--- src/rtl/irq_route_pkg.sv ---
package irq_route_pkg;

    localparam int NSRC   = 8;
    localparam int DATA_W = 8;
    localparam int ADDR_W = 4;

    localparam int SRC_PORT0 = 0;
    localparam int SRC_PORT1 = 1;
    localparam int SRC_TMR0  = 2;
    localparam int SRC_TMR1  = 3;
    localparam int SRC_DMA   = 4;
    localparam int SRC_SER0  = 5;
    localparam int SRC_SER1  = 6;
    localparam int SRC_CORE  = 7;

    localparam int NFALL     = 2;
    localparam int FALL_DMA  = 0;
    localparam int FALL_BUSY = 1;

    typedef logic [NSRC-1:0]   src_vec_t;
    typedef logic [DATA_W-1:0] data_t;

    typedef enum logic [ADDR_W-1:0] {
        REG_STAT  = 4'h0,
        REG_CLR   = 4'h1,
        REG_MASK  = 4'h2,
        REG_DEST  = 4'h3,
        REG_CTRL  = 4'h4,
        REG_FLAGS = 4'h5
    } reg_addr_e;

    typedef struct packed {
        logic mon_busy_en;
        logic par_chk_en;
        logic par_irq_en;
        logic dma_ien;
    } ctrl_t;

    typedef struct packed {
        logic              wr;
        logic              rd;
        logic [ADDR_W-1:0] addr;
        data_t             wdata;
    } bus_req_t;

    typedef struct packed {
        logic dma_done;
        logic req_active;
    } flags_t;

    function automatic data_t ctrl_to_data(ctrl_t c);
        data_t d;
        d = '0;
        d[$bits(ctrl_t)-1:0] = c;
        return d;
    endfunction

    function automatic data_t flags_to_data(flags_t f);
        data_t d;
        d = '0;
        d[$bits(flags_t)-1:0] = f;
        return d;
    endfunction

    function automatic logic hits(bus_req_t r, reg_addr_e a);
        return r.addr == a;
    endfunction

endpackage

--- src/rtl/irq_fall_det.sv ---
module irq_fall_det (
    input  logic clk,
    input  logic rst,
    input  logic level_i,
    output logic fall_o
);
    logic level_q;

    always_ff @(posedge clk) begin
        if (rst) level_q <= 1'b0;
        else     level_q <= level_i;
    end

    assign fall_o = level_q & ~level_i;

    AST_FALL_NEEDS_HIGH: assert property (@(posedge clk) disable iff (rst)
        fall_o |-> $past(level_i));
endmodule

--- src/rtl/irq_src_cond.sv ---
module irq_src_cond
    import irq_route_pkg::*;
(
    input  logic     clk,
    input  logic     rst,
    input  logic [1:0] port_evt_i,
    input  logic [1:0] tmr_evt_i,
    input  logic [1:0] ser_evt_i,
    input  logic     core_evt_i,
    input  logic     dma_tip_i,
    input  logic     parity_err_i,
    input  logic     busy_i,
    input  logic     busy_rel_ok_i,
    input  ctrl_t    ctrl_i,
    output src_vec_t evt_o,
    output logic     dma_fall_o
);
    logic [NFALL-1:0] levels;
    logic [NFALL-1:0] falls;
    logic             par_hit;
    logic             busy_hit;

    assign levels[FALL_DMA]  = dma_tip_i;
    assign levels[FALL_BUSY] = busy_i;

    for (genvar g = 0; g < NFALL; g++) begin : g_fall
        irq_fall_det u_fall (
            .clk     (clk),
            .rst     (rst),
            .level_i (levels[g]),
            .fall_o  (falls[g])
        );
    end

    assign dma_fall_o = falls[FALL_DMA];
    assign par_hit    = parity_err_i & ctrl_i.par_irq_en & ctrl_i.par_chk_en;
    assign busy_hit   = falls[FALL_BUSY] & ~busy_rel_ok_i & ctrl_i.mon_busy_en;

    always_comb begin
        evt_o            = '0;
        evt_o[SRC_PORT0] = port_evt_i[0];
        evt_o[SRC_PORT1] = port_evt_i[1];
        evt_o[SRC_TMR0]  = tmr_evt_i[0];
        evt_o[SRC_TMR1]  = tmr_evt_i[1];
        evt_o[SRC_DMA]   = falls[FALL_DMA] & ctrl_i.dma_ien;
        evt_o[SRC_SER0]  = ser_evt_i[0];
        evt_o[SRC_SER1]  = ser_evt_i[1];
        evt_o[SRC_CORE]  = core_evt_i | par_hit | busy_hit;
    end

    AST_DMA_NEEDS_EN: assert property (@(posedge clk) disable iff (rst)
        !ctrl_i.dma_ien |-> !evt_o[SRC_DMA]);
    AST_PAR_NEEDS_BOTH: assert property (@(posedge clk) disable iff (rst)
        (!core_evt_i && !ctrl_i.mon_busy_en && !(ctrl_i.par_irq_en && ctrl_i.par_chk_en))
        |-> !evt_o[SRC_CORE]);
    AST_BUSY_EXPECTED: assert property (@(posedge clk) disable iff (rst)
        (!core_evt_i && busy_rel_ok_i && !parity_err_i) |-> !evt_o[SRC_CORE]);
endmodule

--- src/rtl/irq_status_bank.sv ---
module irq_status_bank
    import irq_route_pkg::*;
(
    input  logic     clk,
    input  logic     rst,
    input  src_vec_t evt_i,
    input  src_vec_t force_i,
    input  src_vec_t clr_i,
    input  src_vec_t mask_i,
    input  src_vec_t dest_i,
    output src_vec_t stat_o,
    output logic     irq_a_o,
    output logic     irq_b_o
);
    src_vec_t stat_q;
    src_vec_t live;
    logic     irq_a_q;
    logic     irq_b_q;

    for (genvar n = 0; n < NSRC; n++) begin : g_bit
        always_ff @(posedge clk) begin
            if (rst)
                stat_q[n] <= 1'b0;
            else if (evt_i[n] || force_i[n])
                stat_q[n] <= 1'b1;
            else if (clr_i[n])
                stat_q[n] <= 1'b0;
        end
    end

    assign live = stat_q & mask_i;

    always_ff @(posedge clk) begin
        if (rst) begin
            irq_a_q <= 1'b0;
            irq_b_q <= 1'b0;
        end else begin
            irq_a_q <= |(live & ~dest_i);
            irq_b_q <= |(live & dest_i);
        end
    end

    assign stat_o  = stat_q;
    assign irq_a_o = irq_a_q;
    assign irq_b_o = irq_b_q;

    AST_STAT_STICKY: assert property (@(posedge clk) disable iff (rst)
        1'b1 |=> (($past(stat_q) & ~$past(clr_i) & ~stat_q) == '0));
    AST_EVT_WINS: assert property (@(posedge clk) disable iff (rst)
        1'b1 |=> (($past(evt_i) & ~stat_q) == '0));
    AST_FORCE_SETS: assert property (@(posedge clk) disable iff (rst)
        1'b1 |=> (($past(force_i) & ~stat_q) == '0));
    AST_MASK_BLOCKS: assert property (@(posedge clk) disable iff (rst)
        (mask_i == '0) |=> (!irq_a_o && !irq_b_o));
endmodule

--- src/rtl/irq_regif.sv ---
module irq_regif
    import irq_route_pkg::*;
(
    input  logic     clk,
    input  logic     rst,
    input  bus_req_t req_i,
    input  src_vec_t stat_i,
    input  logic     irq_a_i,
    input  logic     irq_b_i,
    input  logic     dma_fall_i,
    output src_vec_t mask_o,
    output src_vec_t dest_o,
    output ctrl_t    ctrl_o,
    output src_vec_t force_o,
    output src_vec_t clr_o,
    output data_t    rdata_o
);
    src_vec_t mask_q;
    src_vec_t dest_q;
    ctrl_t    ctrl_q;
    flags_t   flags_q;
    data_t    rdata_q;
    logic     wr_stat, wr_clr, wr_mask, wr_dest, wr_ctrl, wr_flags;
    logic     rd_flags;
    logic     any_irq;

    assign wr_stat  = req_i.wr & hits(req_i, REG_STAT);
    assign wr_clr   = req_i.wr & hits(req_i, REG_CLR);
    assign wr_mask  = req_i.wr & hits(req_i, REG_MASK);
    assign wr_dest  = req_i.wr & hits(req_i, REG_DEST);
    assign wr_ctrl  = req_i.wr & hits(req_i, REG_CTRL);
    assign wr_flags = req_i.wr & hits(req_i, REG_FLAGS);
    assign rd_flags = req_i.rd & hits(req_i, REG_FLAGS);
    assign any_irq  = irq_a_i | irq_b_i;

    assign force_o = wr_stat ? req_i.wdata : '0;
    assign clr_o   = wr_clr  ? req_i.wdata : '0;

    always_ff @(posedge clk) begin
        if (rst) begin
            mask_q <= '0;
            dest_q <= '0;
            ctrl_q <= '0;
        end else begin
            if (wr_mask) mask_q <= req_i.wdata;
            if (wr_dest) dest_q <= req_i.wdata;
            if (wr_ctrl) ctrl_q <= ctrl_t'(req_i.wdata[$bits(ctrl_t)-1:0]);
        end
    end

    always_ff @(posedge clk) begin
        if (rst) begin
            flags_q <= '0;
        end else begin
            flags_q.req_active <= any_irq | (flags_q.req_active & ~rd_flags);
            if (dma_fall_i)
                flags_q.dma_done <= 1'b1;
            else if (wr_flags && req_i.wdata[1])
                flags_q.dma_done <= 1'b0;
        end
    end

    always_ff @(posedge clk) begin
        if (rst) begin
            rdata_q <= '0;
        end else if (req_i.rd) begin
            case (req_i.addr)
                REG_STAT:  rdata_q <= stat_i;
                REG_MASK:  rdata_q <= mask_q;
                REG_DEST:  rdata_q <= dest_q;
                REG_CTRL:  rdata_q <= ctrl_to_data(ctrl_q);
                REG_FLAGS: rdata_q <= flags_to_data(flags_q);
                default:   rdata_q <= '0;
            endcase
        end
    end

    assign mask_o  = mask_q;
    assign dest_o  = dest_q;
    assign ctrl_o  = ctrl_q;
    assign rdata_o = rdata_q;

    AST_REQ_ACT_SETS: assert property (@(posedge clk) disable iff (rst)
        any_irq |=> flags_q.req_active);
    AST_REQ_ACT_CLEARS: assert property (@(posedge clk) disable iff (rst)
        (rd_flags && !any_irq) |=> !flags_q.req_active);
    AST_DMA_DONE_SETS: assert property (@(posedge clk) disable iff (rst)
        dma_fall_i |=> flags_q.dma_done);
    AST_READ_HOLDS: assert property (@(posedge clk) disable iff (rst)
        !req_i.rd |=> $stable(rdata_q));
endmodule

--- src/rtl/irq_route_ctrl.sv ---
module irq_route_ctrl
    import irq_route_pkg::*;
(
    input  logic        clk,
    input  logic        rst,
    input  logic [1:0]  port_evt_i,
    input  logic [1:0]  tmr_evt_i,
    input  logic [1:0]  ser_evt_i,
    input  logic        core_evt_i,
    input  logic        dma_tip_i,
    input  logic        parity_err_i,
    input  logic        busy_i,
    input  logic        busy_rel_ok_i,
    input  logic        bus_wr_i,
    input  logic        bus_rd_i,
    input  logic [3:0]  bus_addr_i,
    input  logic [7:0]  bus_wdata_i,
    output logic [7:0]  bus_rdata_o,
    output logic        irq_a_o,
    output logic        irq_b_o
);
    bus_req_t req;
    ctrl_t    ctrl;
    src_vec_t evt, force_v, clr_v, mask_v, dest_v, stat_v;
    logic     dma_fall;
    logic     irq_a, irq_b;
    data_t    rdata;

    assign req.wr    = bus_wr_i;
    assign req.rd    = bus_rd_i;
    assign req.addr  = bus_addr_i;
    assign req.wdata = bus_wdata_i;

    irq_src_cond u_cond (
        .clk           (clk),
        .rst           (rst),
        .port_evt_i    (port_evt_i),
        .tmr_evt_i     (tmr_evt_i),
        .ser_evt_i     (ser_evt_i),
        .core_evt_i    (core_evt_i),
        .dma_tip_i     (dma_tip_i),
        .parity_err_i  (parity_err_i),
        .busy_i        (busy_i),
        .busy_rel_ok_i (busy_rel_ok_i),
        .ctrl_i        (ctrl),
        .evt_o         (evt),
        .dma_fall_o    (dma_fall)
    );

    irq_status_bank u_bank (
        .clk     (clk),
        .rst     (rst),
        .evt_i   (evt),
        .force_i (force_v),
        .clr_i   (clr_v),
        .mask_i  (mask_v),
        .dest_i  (dest_v),
        .stat_o  (stat_v),
        .irq_a_o (irq_a),
        .irq_b_o (irq_b)
    );

    irq_regif u_regs (
        .clk        (clk),
        .rst        (rst),
        .req_i      (req),
        .stat_i     (stat_v),
        .irq_a_i    (irq_a),
        .irq_b_i    (irq_b),
        .dma_fall_i (dma_fall),
        .mask_o     (mask_v),
        .dest_o     (dest_v),
        .ctrl_o     (ctrl),
        .force_o    (force_v),
        .clr_o      (clr_v),
        .rdata_o    (rdata)
    );

    assign bus_rdata_o = rdata;
    assign irq_a_o     = irq_a;
    assign irq_b_o     = irq_b;

    AST_ROUTED_A: assert property (@(posedge clk) disable iff (rst)
        ((stat_v & mask_v & ~dest_v) != '0) |=> irq_a_o);
    AST_ROUTED_B: assert property (@(posedge clk) disable iff (rst)
        ((stat_v & mask_v & dest_v) == '0) |=> !irq_b_o);
endmodule

--- config.mk ---
export PLATFORM = sky130hd
export DESIGN_NAME = irq_route_ctrl
export DESIGN_NICKNAME = d
export VERILOG_FILES = /design/src/rtl/irq_route_pkg.sv /design/src/rtl/irq_fall_det.sv /design/src/rtl/irq_src_cond.sv /design/src/rtl/irq_status_bank.sv /design/src/rtl/irq_regif.sv /design/src/rtl/irq_route_ctrl.sv
export SDC_FILE = /design/constraint.sdc
export NUM_CORES = 1
export LEC_CHECK = 0
export BUFFER_PORTS_ARGS = -buffer_cell sky130_fd_sc_hd__buf_4
export CAP_MARGIN = 20
export CORE_AREA = 2 2 87 89
export CTS_BUF_LIST = sky130_fd_sc_hd__clkbuf_4 sky130_fd_sc_hd__clkbuf_8
export DETAILED_ROUTE_END_ITERATION = 10
export DIE_AREA = 0 0 89 91
export PLACE_DENSITY_LB_ADDON = 0.2
export SLEW_MARGIN = 30
export SYNTH_ARGS = -nofsm -noshare
export SYNTH_HDL_FRONTEND = slang
export SYNTH_SLANG_ARGS = --single-unit
--- constraint.sdc ---
create_clock -name clk -period 1.3 [get_ports clk]
set_input_delay 0.195 -clock clk [delete_from_list [all_inputs] [get_ports clk]]
set_output_delay 0.195 -clock clk [all_outputs]
set_load 0.02 [all_outputs]
==> run summary, run 1 <==
The static leakage is 0.00105 uW. For the top-level port count, the log shows 37. Of the available clock period, the critical path in the final layout requires 85.7%. For this run, the leading register cell type out of synthesis is sky130_fd_sc_hd__dfxtp_1.

The delay of the slowest cell on the worst path is 0.44 ns. The die covers 8100 um2. The total number of H-tree levels is 2. In this run the standard cell core region covers 7140 um2.

The library cells used most frequently in the layout, excluding fill and tap cells, are sky130_fd_sc_hd__buf_4 (56), sky130_fd_sc_hd__dfxtp_1 (42), sky130_fd_sc_hd__a21oi_1 (28). In the post-synthesis netlist, the biggest area contributors are sky130_fd_sc_hd__dfxtp_1 (40%), sky130_fd_sc_hd__a21oi_1 (6.7%), sky130_fd_sc_hd__mux2i_1 (5.3%). By area, the combinational part of the netlist is dominated by compound AO/OA/AOI/OAI gates.

Buffer cell driving the clock tree root: sky130_fd_sc_hd__clkbuf_8. The number of enable flip-flop cells after synthesis is 0, and the number of standard cells in the final layout excluding fillers is 387. Post-cts sizing count: 0. Global routing finished with a remaining overflow of 0. The clock sink total came out at 42. The kind of end point of the critical path is a flop.

Max-cap violations in this run came to 0. A synthesized cell averages 8.71 um2. The initialized floorplan defines 31 standard-cell rows.

Setup violations remaining at the end of the flow were counted as 0. In this run the deepest clock path goes through 2 buffers. The via count normalized by instance count works out to 5.15.

TritonCTS built the clock tree. The worst ir drop on vdd is 383 uV. In this run the vertical extent of the chip is 91 um.

The count of yosys warnings during synthesis is 0, and the critical path arrival is 1.29 ns. The net count of the finished layout is 315, and the number of buffers added for setup after CTS is 0. STA puts the critical path data required time at 1.48 ns. Timing would allow up to 897 MHz. The run gives 0 as the hold violation total from the final report. The worst setup path is launched from a flop. Number of buffers added on ports: 36.

For this run, asynchronously set or reset flops after synthesis account for 0%. The synthesized design devotes to its leading area cell type 40.4% of total area. The setup slack after placement was -0.0828 ns. The cell class contributing the biggest share of worst-path delay was compound AO/OA/AOI/OAI gates.

Hold repair after CTS inserted 0 buffers. After the first detailed-routing iteration, the DRC count stood at 79. The class of the most critical setup path is reg2reg. Relative to the synthesized area, the layout overhead comes to 30.7%. For this run, the register share of the synthesized area comes to 40.4%. The slew at the pin closest to its max-slew limit was 0.756 ns; the worst-case setup margin in the final layout was 0.186 ns. Summing every instance area after synthesis gives 2080 um2. The initial utilization of the core area, before any placement, comes to 29.2%. The run gives 1,992 as the overall via count from detail_route.

Summing the areas of all compound-gate instances in the mapped netlist gives 30.1% of the synthesized area. Summing the areas of all fa, ha and maj instances in the mapped netlist gives 0% of the synthesized area. The max-slew violation count is 0, and the detailed placement HPWL is 4.41 mm. The initial antenna violation count came out at 0. Entering global routing, the biggest net connects 37 pins. At the end of routability-driven placement, the weighted congestion stood at 0.793. Counting distinct cell types in the post-synthesis netlist gives 39. Dividing total power by cell area gives a power density of 1030 nW/um2. The most common cell after layout, fill and taps aside is sky130_fd_sc_hd__buf_4. Setup repair after global routing left no endpoint under its margin. The number of buffers and inverters on the critical path is 0. Summed over all instances, the cell type with the most area after synthesis is sky130_fd_sc_hd__dfxtp_1. Of the cells placed in the final design, the portion with a size suffix greater than 1 is 26.0%. The logs give 38.1% for the utilization after layout and 0.29 ns for the clock latency reported for the late side of the worst-skew pair.

Simple-gate share of the synthesized area: 17.4%. The clock period minus final worst setup slack came out at 1.11 ns. The logs give 239 for the instance count of the mapped netlist and 380 for the count of placed standard cells including taps. The run finished with clean final reports. Dividing the detail-routed wire length by the instance count gives 15.7 um.

The number of flip-flops and latches in the synthesized netlist is 42. The first global-routing pass estimated 9.67 mm of wire. All-layer global routing usage: 15.6%. Clock-pin slew was measured on the worst setup and hold paths at 0.08 ns. 0 antenna diodes ended up in the layout. Of the post-synthesis cell area, the part taken by muxes is 5.29%. Summed over all layers, the routed wires come to 6.08 mm. The min-delay analysis places its worst path in the category in2reg.

The logs give 0.00285 ns for the clock skew and 5 for the number of CTS-inserted buffers. The largest fanout on the critical path is 4. Traced cell by cell, the critical path runs through nand2_1, o22ai_1, o41a_1. From left edge to right edge, the die measures 89 um.

For the number of nets in the synthesized netlist, the log shows 266. The first detailed-routing pass ran for 4 iterations. Summing the areas of all xor and xnor instances in the mapped netlist gives 0% of the synthesized area.

The critical-path cell with the highest stage delay is sky130_fd_sc_hd__o41a_1. The tightest slew margin relative to the limit came out at 49.5%. The logs give 0 for the count of unresolved DRC violations after routing and 1,860 for the number of global-route vias before repair.

Once detail routing completed, the nets flagged for antenna violations numbered 0.
## sequential cells by signal (all words and copies together) (netlist names)
signal                        count
u_bank.irq_a_o                    1
u_bank.irq_b_o                    1
u_bank.stat_o                     8
u_cond.g_fall.u_fall.level_q      2
u_regs.ctrl_o                     4
u_regs.dest_o                     8
u_regs.flags_q                    2
u_regs.mask_o                     8
u_regs.rdata_o                    8
## cells in the mapped netlist, types with 3 or more instances
master                      instances
sky130_fd_sc_hd__o31ai_1            4
sky130_fd_sc_hd__dfxtp_1           42
sky130_fd_sc_hd__o31ai_2            4
sky130_fd_sc_hd__o22ai_1            8
sky130_fd_sc_hd__mux2i_1           11
sky130_fd_sc_hd__inv_1             12
sky130_fd_sc_hd__nor2_1             3
sky130_fd_sc_hd__a31oi_1           13
sky130_fd_sc_hd__buf_2             11
sky130_fd_sc_hd__a22o_1             6
sky130_fd_sc_hd__nor2b_1            3
sky130_fd_sc_hd__nand2b_1           4
sky130_fd_sc_hd__o21ai_0           22
sky130_fd_sc_hd__a21oi_1           28
sky130_fd_sc_hd__clkbuf_1           4
sky130_fd_sc_hd__o2bb2ai_1          4
sky130_fd_sc_hd__and3_1             4
sky130_fd_sc_hd__nand3_1           21
sky130_fd_sc_hd__nand2_1           10
## cells by family after synthesis
kind of cell,count (synthesis)
AOI/OAI and AO/OA,97
and+or+nand+nor,59
buffers and inverters,30
DFF,42
muxes,11
## power by group
| group | switching (uW) | internal (uW) | total (uW) |
|---|---|---|---|
| logic | 197 | 181 | 377 |
| clock network | 455 | 615 | 1070 |
| registers | 32.5 | 1320 | 1350 |
| total | 684 | 2120 | 2800 |
## through the flow
step                cell area (um2)  hold slack (ns)  setup TNS (ns)  total power (uW)
detailed placement             2610            0.426           -1.20              1760
floorplan                      2090            0.323               0              1560
CTS                            2720            0.120               0              2830
global route                   2720            0.132               0              2930
global placement               2610            0.424          -0.905              1760
finish                         2720            0.128               0              2800
## layout make-up
type	instances	area (um2)
clock buffer	6	82.6
multi-input combinational	167	1100
inverter	12	45.0
fill	799	4420
sequential	42	841
tap	99	124
timing repair buffer	60	500
clock inverter	1	30.0
## final timing paths
check                                   from                              end  slack [ns]  cells after the start
max                         u_bank.stat_o[0]                   u_bank.irq_a_o        0.19                      3
max reg2reg                 u_bank.stat_o[0]                   u_bank.irq_a_o        0.19                      3
min reg2reg  u_cond.g_fall[0].u_fall.level_q                u_regs.flags_q[1]        0.47                      2
min                                   busy_i  u_cond.g_fall[1].u_fall.level_q        0.13                      2
## worst reg2reg max path, stage by stage (launching register included)
cell	delay (ns)
sky130_fd_sc_hd__dfxtp_1	0.38
sky130_fd_sc_hd__nand2_1	0.09
sky130_fd_sc_hd__o22ai_1	0.09
sky130_fd_sc_hd__o41a_1	0.44
## routing by layer
metal  part of all wire, %  track usage (%)  vias to the layer above
met1                    48             21.8                      947
li1                      -                -                      994
met2                    47             24.1                       45
met5                     0                0                        -
met3                   3.6             2.55                        6
met4                   1.5             5.22                        0
Note: power is estimated with default switching activity, not from simulation.
==> run 2, diff against run 1 <==
- CORE_AREA: 2 2 87 89 -> 2 2 67 69
- DIE_AREA: 0 0 89 91 -> 0 0 69 71
==> run 2 against run 1 <==
Total power decreased by 7.5%; maximum frequency rose by 4.4%; first-iteration DRC count is 48% higher; critical path depth unchanged; worst setup slack improved by 0.047 ns; sequential power is essentially flat; count of clock-buffer cells in the layout decreased by 1; sequential share of layout area up 0.86 points; sequential cell count stayed put; utilization increased by 25 points; global-route usage rose by 7.5 points; final cell count shrank 11%.
==> run summary, run 2 (synthesis results as in run 1) <==
The average wire per standard cell works out to 16.2 um (was 15.7 um). For the number of CTS-inserted buffers, the log shows 5 (unchanged). The run gives 318 (was 315) as the net count of the finished layout.

The remaining global-route overflow was 0 (unchanged). For the placeable core region, the log shows 4200 um2 (was 7140 um2). The first-pass iteration count of the detailed router is 5 (was 4). The depth of the most critical reg-to-reg path came out at 3 (unchanged). The slew at the pin closest to its max-slew limit came out at 0.589 ns (was 0.756 ns).

Kind of launch point of the worst setup path: a flop (unchanged). The end of the worst register-to-register path is u_bank.irq_a_o (unchanged). The launch instance of the worst register-to-register path was u_bank.stat_o[2] (was u_bank.stat_o[0]).

The logs give 1.48 ns (about the same) for the endpoint required time on the critical path and 0 (unchanged) for the cts-stage hold buffer count. The wire length of the first global-routing pass was 8.91 mm (was 9.67 mm). Kind of end point of the critical path: a flop (unchanged). Fraction of final layout cells sized beyond drive strength 1: 27.1% (was 26.0%). For the number of buffers between clock root and the deepest sink, the log shows 2 (unchanged). The tools report the end point of the critical path as u_bank.irq_a_o (unchanged). The overall via count from detail_route came out at 2,054 (was 1,992).

The count of placed standard cells including taps came out at 336 (was 380). The power per cell area was 978 nW/um2 (was 1030 nW/um2). The worst hold path depth was 2 (unchanged). The routability-driven placement congestion ratio was 0.867 (was 0.793). For the count of unresolved DRC violations after routing, the log shows 0 (unchanged). The hold violation total from the final report is 0 (unchanged). The critical path arrival was 1.25 ns (was 1.29 ns). The clock sink total is 42 (unchanged). The final antenna-violating net count came out at 0 (unchanged). The clock latency reported for the late side of the worst-skew pair was 0.31 ns (was 0.29 ns); the clock input transition at the sequential cells of the worst setup and hold paths was 0.09 ns (was 0.08 ns). The tools report the reg2reg setup slack as 0.23 ns (was 0.19 ns). The number of standard cells in the final layout excluding fillers is 344 (was 387). The largest fanout on the critical path is 4 (unchanged), and the static leakage is 0.00105 uW (about the same). The class of the most critical hold timing path is in2reg (unchanged). The tools report the count of maximum capacitance violations as 0 (unchanged).

The run finished with clean final reports. Post-cts sizing count: 0 (unchanged). The die footprint is 4900 um2 (was 8100 um2). Buffer cell driving the clock tree root: sky130_fd_sc_hd__clkbuf_8 (unchanged). Setup repair after global routing left no endpoint under its margin.

Highest-count cells in the layout ignoring fill and taps: sky130_fd_sc_hd__buf_4 (60), sky130_fd_sc_hd__dfxtp_1 (42), sky130_fd_sc_hd__a21oi_1 (28) (was sky130_fd_sc_hd__buf_4 (56), sky130_fd_sc_hd__dfxtp_1 (42), sky130_fd_sc_hd__a21oi_1 (28)). The violation count after the first detailed-routing iteration came out at 117 (was 79). The tools report the worst ir drop on vdd as 648 uV (was 383 uV). Class of the most critical setup path: reg2reg (unchanged). The antenna cell count was 0 (unchanged); the total negative slack was 0 ns (unchanged). The tools report the max-slew violation count as 0 (unchanged). The via count normalized by instance count is 5.97 (was 5.15), and the die boundary height is 71 um (was 91 um). The number of buffers added on ports was 36 (unchanged); the number of buffers added for setup after CTS was 0 (unchanged). The run gives 4.02 mm (was 4.41 mm) as the detailed placement HPWL. The initial antenna violation count was 0 (unchanged). The origin of the worst min-delay path is dma_tip_i (was busy_i). The largest net degree at the start of global routing is 26 (was 37). The tools report the critical path launch point as u_bank.stat_o[2] (was u_bank.stat_o[0]).

The run gives 37 (unchanged) as the top-level port count. The run gives 0.118 ns (was 0.128 ns) as the tightest hold margin. TritonCTS built the clock tree. For the setup violation total in the final timing report, the log shows 0 (unchanged).

The most common cell after layout, fill and taps aside is sky130_fd_sc_hd__buf_4 (unchanged). For the starting density of the core, the log shows 49.5% (was 29.2%). For the detailed-route wire length, the log shows 5.57 mm (was 6.08 mm).

The number of global-route vias before repair is 1,835 (was 1,860), and the utilization after layout is 63.0% (was 38.1%). The number of standard-cell rows in the floorplan is 24 (was 31), and the period utilization is 82.1% (was 85.7%). The clock period minus final worst setup slack was 1.07 ns (was 1.11 ns).

The tools report the total number of H-tree levels as 2 (unchanged). The maximum achievable frequency is 937 MHz (was 897 MHz), and the die width is 69 um (was 89 um). The area growth from synthesis to layout is 27.2% (was 30.7%).

The tools report the clock skew as 0.0124 ns (was 0.00285 ns). The tools report the tightest slew margin relative to the limit as 60.7% (was 49.5%). All-layer global routing usage: 23.1% (was 15.6%).
run 2: cell count changes in the layout (fill, tap and decap cells not counted):
cell	delta
sky130_fd_sc_hd__buf_12	-1
sky130_fd_sc_hd__clkinv_2	+2
sky130_fd_sc_hd__clkbuf_8	-1
sky130_fd_sc_hd__bufinv_16	-1
sky130_fd_sc_hd__inv_6	+1
sky130_fd_sc_hd__buf_4	+4
run 2: stage by stage:
| step | total power, uW | area (um2) | setup slack [ns] |
|---|---|---|---|
| global route | 2670 | 2650 | 0.185 |
| finish | 2590 | 2650 | 0.233 |
| CTS | 2590 | 2650 | 0.226 |
| detailed placement | 1760 | 2560 | -0.0413 |
| global placement | 1750 | 2560 | -0.0335 |
| floorplan | 1560 | 2090 | 0.0103 |
run 2: where the power goes:
group	leakage, uW	internal [uW]	switching, uW	total (uW)
Sequential	0.000342	1320	30.5	1350
Clock	0.0000483	378	482	860
Combinational	0.000658	184	196	380
Total	0.00105	1880	708	2590
run 2: worst min path at each step:
stage,endpoint,slack [ns]
6_report,u_cond.g_fall[0].u_fall.level_q,0.12
3_5_place_dp,u_cond.g_fall[0].u_fall.level_q,0.43
2_1_floorplan,u_cond.g_fall[0].u_fall.level_q,0.32
3_3_place_gp,u_cond.g_fall[0].u_fall.level_q,0.42
4_1_cts,u_cond.g_fall[0].u_fall.level_q,0.11
5_1_grt,u_bank.stat_o[0],0.13
run 2: worst max-delay path: stages (launching register included):
cell,delay (ns)
sky130_fd_sc_hd__dfxtp_1,0.37
sky130_fd_sc_hd__nand2_1,0.08
sky130_fd_sc_hd__o22ai_1,0.07
sky130_fd_sc_hd__o41a_1,0.41
run 2: layout make-up:
| type | instances | area, um2 |
|---|---|---|
| Clock buffer | 5 | 68.8 |
| Clock inverter | 3 | 18.8 |
| Fill cell | 385 | 1560 |
| Inverter | 12 | 45.0 |
| Multi-Input combinational cell | 167 | 1100 |
| Sequential cell | 42 | 841 |
| Tap cell | 52 | 65.1 |
| Timing Repair Buffer | 63 | 510 |
run 2: layer usage:
layer | up-vias | wire, um | global-route usage, %
li1 | 1002 | - | -
met1 | 974 | 2550 | 30.0
met4 | 0 | 76 | 6.97
met2 | 69 | 2590 | 38.6
met5 | - | 0 | 0
met3 | 9 | 357 | 5.13
==> run 3, diff against run 2 <==
- ABC_AREA: default -> 1
- CORE_AREA: 2 2 67 69 -> 2 2 65 67
- DIE_AREA: 0 0 69 71 -> 0 0 67 69
- clock period: 1.3 -> 0.97 ns (I/O delays scaled with it)
==> run 3 against run 2 <==
Worst hold slack got worse by 0.057 ns; sequential cell count unchanged; register-to-register slack got worse by 0.18 ns; routed wire length fell by 11%; critical path type is now reg2out; critical endpoint is now irq_a_o.
==> run summary, run 3 <==
The worst ir drop on vdd is 885 uV (was 648 uV), and the clock sink total is 42 (unchanged). The critical-path cell with the highest stage delay was sky130_fd_sc_hd__dfxtp_2 (was sky130_fd_sc_hd__o41a_1). Most frequent cell after synthesis: sky130_fd_sc_hd__nand2_1 (was sky130_fd_sc_hd__dfxtp_1). The tools report the kind of end point of the critical path as an output pin (was a flop). The setup violation total in the final timing report was 0 (unchanged). The average wire per standard cell came out at 13.2 um (was 16.2 um). The total met2 wirelength after detailed routing came out at 2.35 mm (was 2.59 mm).

Hold violation total from the final report: 0 (unchanged). The count of maximum capacitance violations was 0 (unchanged); the number of library cell types mapped by synthesis was 21 (was 39). The power per cell area is 1370 nW/um2 (was 978 nW/um2), and the compound-gate portion of the synthesized area is 22.0% (was 30.1%). Largest area contributor in the synthesized netlist: sky130_fd_sc_hd__dfxtp_1 (unchanged). The initial antenna violation count came out at 0 (unchanged). For the net count of the finished layout, the log shows 353 (was 318).

The number of buffers added on ports was 36 (unchanged). The post-route met1 wirelength was 2.28 mm (was 2.55 mm). The wire length of the first global-routing pass is 8.52 mm (was 8.91 mm). Cells taking the most area after synthesis: sky130_fd_sc_hd__dfxtp_1 (44%), sky130_fd_sc_hd__a21oi_1 (12%), sky130_fd_sc_hd__nand2_1 (10%) (was sky130_fd_sc_hd__dfxtp_1 (40%), sky130_fd_sc_hd__a21oi_1 (6.7%), sky130_fd_sc_hd__mux2i_1 (5.3%)).

The overall via count from detail_route is 1,914 (was 2,054), and the simple-gate share of the synthesized area is 25.8% (was 17.4%). The clock latency reported for the late side of the worst-skew pair was 0.30 ns (was 0.31 ns). The all-layer global routing usage is 24.1% (was 23.1%). The switching power is 861 uW (was 708 uW). Largest fanout on the critical path: 2 (was 4). The kind of launch point of the worst setup path is a flop (unchanged). The starting density of the core is 48.9% (was 49.5%). The number of standard-cell rows in the floorplan was 23 (was 24).

The area growth from synthesis to layout is 27.6% (was 27.2%). Highest-count cells in the layout ignoring fill and taps: sky130_fd_sc_hd__nand2_1 (53), sky130_fd_sc_hd__buf_4 (53), sky130_fd_sc_hd__a21oi_1 (44) (was sky130_fd_sc_hd__buf_4 (60), sky130_fd_sc_hd__dfxtp_1 (42), sky130_fd_sc_hd__a21oi_1 (28)). The total negative slack is 0 ns (unchanged).

Dominant combinational cell family by area after synthesis: simple AND/OR/NAND/NOR gates (was compound AO/OA/AOI/OAI gates). The xor and xnor fraction of the mapped netlist area works out to 0% (unchanged). The tools report the clock skew as 0.0104 ns (was 0.0124 ns).

Number of CTS-inserted buffers: 5 (unchanged). The number of flip-flops and latches in the synthesized netlist works out to 42 (unchanged). CP Cell Sequence: buf_4 (was nand2_1, o22ai_1, o41a_1).

The endpoint required time on the critical path came out at 0.82 ns (was 1.48 ns). The run gives 43.9% (was 40.4%) as the sequential-to-total area share from yosys stat. The total number of H-tree levels was 2 (unchanged). The max-slew violation count is 0 (unchanged), and the arithmetic-cell share of the synthesized area counting full adders, half adders and majority gates is 0% (unchanged). For the routed wire length on met3, the log shows 258 um (was 357 um). The number of global-route vias before repair is 1,871 (was 1,835), and the fraction of final layout cells sized beyond drive strength 1 is 22.6% (was 27.1%).

Cell class contributing the biggest share of worst-path delay: flip-flops (was compound AO/OA/AOI/OAI gates). The run gives 1910 um2 (was 2080 um2) as the post-synthesis cell area. The top routing layer in use is met4 (unchanged). The number of buffers and inverters on the critical path is 1 (was 0), and the static leakage is 0.00106 uW (was 0.00105 uW). The clock period minus final worst setup slack is 0.928 ns. Clock input transition at the sequential cells of the worst setup and hold paths: 0.08 ns (was 0.09 ns). Setup repair after global routing could not meet its margin everywhere. The share of total power consumed by net switching was 25.6% (was 27.3%).

TritonCTS built the clock tree. Based on the critical path, the design can be clocked at up to 1080 MHz. Commonest cells in the netlist: sky130_fd_sc_hd__nand2_1 (53), sky130_fd_sc_hd__a21oi_1 (44), sky130_fd_sc_hd__dfxtp_1 (42) (was sky130_fd_sc_hd__dfxtp_1 (42), sky130_fd_sc_hd__a21oi_1 (28), sky130_fd_sc_hd__o21ai_0 (22)).

The period utilization was 95.7%; the die footprint was 4620 um2 (was 4900 um2). Post-synthesis async set-or-reset flop share: 0% (unchanged). Class of the most critical hold timing path: in2reg (unchanged). The remaining global-route overflow is 0 (unchanged), and the instance count of the mapped netlist is 273 (was 239). The tools report the tightest hold margin as 0.0612 ns (was 0.118 ns). The combinational group share of total power is 11.8% (was 14.7%), and the routability-driven placement congestion ratio is 0.859 (was 0.867). Count of yosys warnings during synthesis: 0 (unchanged). The number of enable flip-flop cells after synthesis is 0 (unchanged).

The tools report the first-pass iteration count of the detailed router as 4 (was 5). The die width came out at 67 um (was 69 um). The flow ran to the end, and the final reports show no timing, DRC or antenna violations. The tightest slew margin relative to the limit was 80.7% (was 60.7%).

For the placeable core region, the log shows 3910 um2 (was 4200 um2). The design internal power was 2500 uW (was 1880 uW). Buffer cell driving the clock tree root: sky130_fd_sc_hd__clkbuf_8 (unchanged).

The violation count after the first detailed-routing iteration is 147 (was 117), and the mean area per synthesized cell is 7.01 um2 (was 8.71 um2). The run gives 0 (unchanged) as the count of unresolved DRC violations after routing. The critical path arrival is 0.78 ns (was 1.25 ns). The mux contribution to synthesized area came out at 0% (was 5.29%).

The logs give 37 (unchanged) for the top-level port count and 4.96 mm (was 5.57 mm) for the detailed-route wire length. The via count normalized by instance count was 5.08 (was 5.97). Number of buffers between clock root and the deepest sink: 2 (unchanged).

The tools report the part of the power in the clock network as 34.0% (was 33.2%). The tools report the cts-stage hold buffer count as 0 (unchanged). The largest net degree at the start of global routing was 23 (was 26). The detailed placement HPWL is 3.73 mm (was 4.02 mm), and the slew at the pin closest to its max-slew limit is 0.287 ns (was 0.589 ns). The die boundary height is 69 um (was 71 um), and the delay of the slowest cell on the worst path is 0.33 ns (was 0.41 ns). The run gives 54.3% (was 52.1%) as the power share of the sequential group. Most used flip-flop cell after synthesis: sky130_fd_sc_hd__dfxtp_1 (unchanged). The class of the most critical setup path is reg2out (was reg2reg). The run gives 300 (was 266) as the number of nets in the synthesized netlist. The share of the synthesized area in the top cell type works out to 43.9% (was 40.4%). The run gives 0 (unchanged) as the antenna cell count. For the final antenna-violating net count, the log shows 0 (unchanged).
run 3: path summary, 6_finish.rpt:
check,slack [ns],endpoint,depth (start not counted),start
hold / removal,0.06,u_cond.g_fall[0].u_fall.level_q,3,dma_tip_i
setup reg to reg,0.05,u_bank.stat_o[4],4,u_cond.g_fall[0].u_fall.level_q
setup / recovery,0.04,irq_a_o,1,u_bank.irq_a_o
hold reg to reg,0.47,u_regs.rdata_o[3],2,u_regs.rdata_o[3]
run 3: stage by stage:
step                      power, uW  util, %  std cells  worst slack (ns)  cell area (um2)
after floorplan                2030        -        273            0.0234             1910
after global placement         2250     60.0        369            -0.198             2350
after detailed placement       2250     60.0        369            -0.214             2350
after CTS                      3370     62.3        377            0.0184             2440
after global routing           3520     62.4        377           -0.0248             2440
final                          3360     62.4        377            0.0417             2440
run 3: tightest hold or removal path, stage by stage:
cell                     delay [ns]
sky130_fd_sc_hd__buf_4         0.08
sky130_fd_sc_hd__inv_1         0.03
sky130_fd_sc_hd__nor2_1        0.06
run 3: power by group through the flow:
stage / Combinational (uW) / Sequential, uW / Clock, uW
CTS: 395 / 1820 / 1160
finish: 396 / 1820 / 1140
global route: 442 / 1830 / 1250
floorplan: 175 / 1860 / 0
global placement: 389 / 1860 / 0
detailed placement: 395 / 1860 / 0
run 3: cell families (layout without fill, tap and decap cells):
logic type             after synthesis  in the layout
AND/OR/NAND/NOR                    111            111
flip-flops                          42             42
AO/OA/AOI/OAI                       82             82
buffers and inverters               38             92
run 3: metal layers:
metal | global-route usage (%) | up-vias
li1 | - | 1011
met1 | 32.3 | 850
met2 | 38.6 | 46
met3 | 4.08 | 7
met4 | 7.94 | 0
met5 | 0 | -
run 3: timing repair:
item / CTS / global route
setup endpoints to repair: 0 / 8
gates resized for setup: 0 / 7
buffers inserted: 0 / 0
run 3: area by class of cell:
type	count	area (um2)
inverter	30	114
sequential	42	843
clock inverter	2	13.8
clock buffer	6	76.3
tap	50	62.6
timing repair buffer	54	418
multi-input combinational	193	915
fill	385	1470
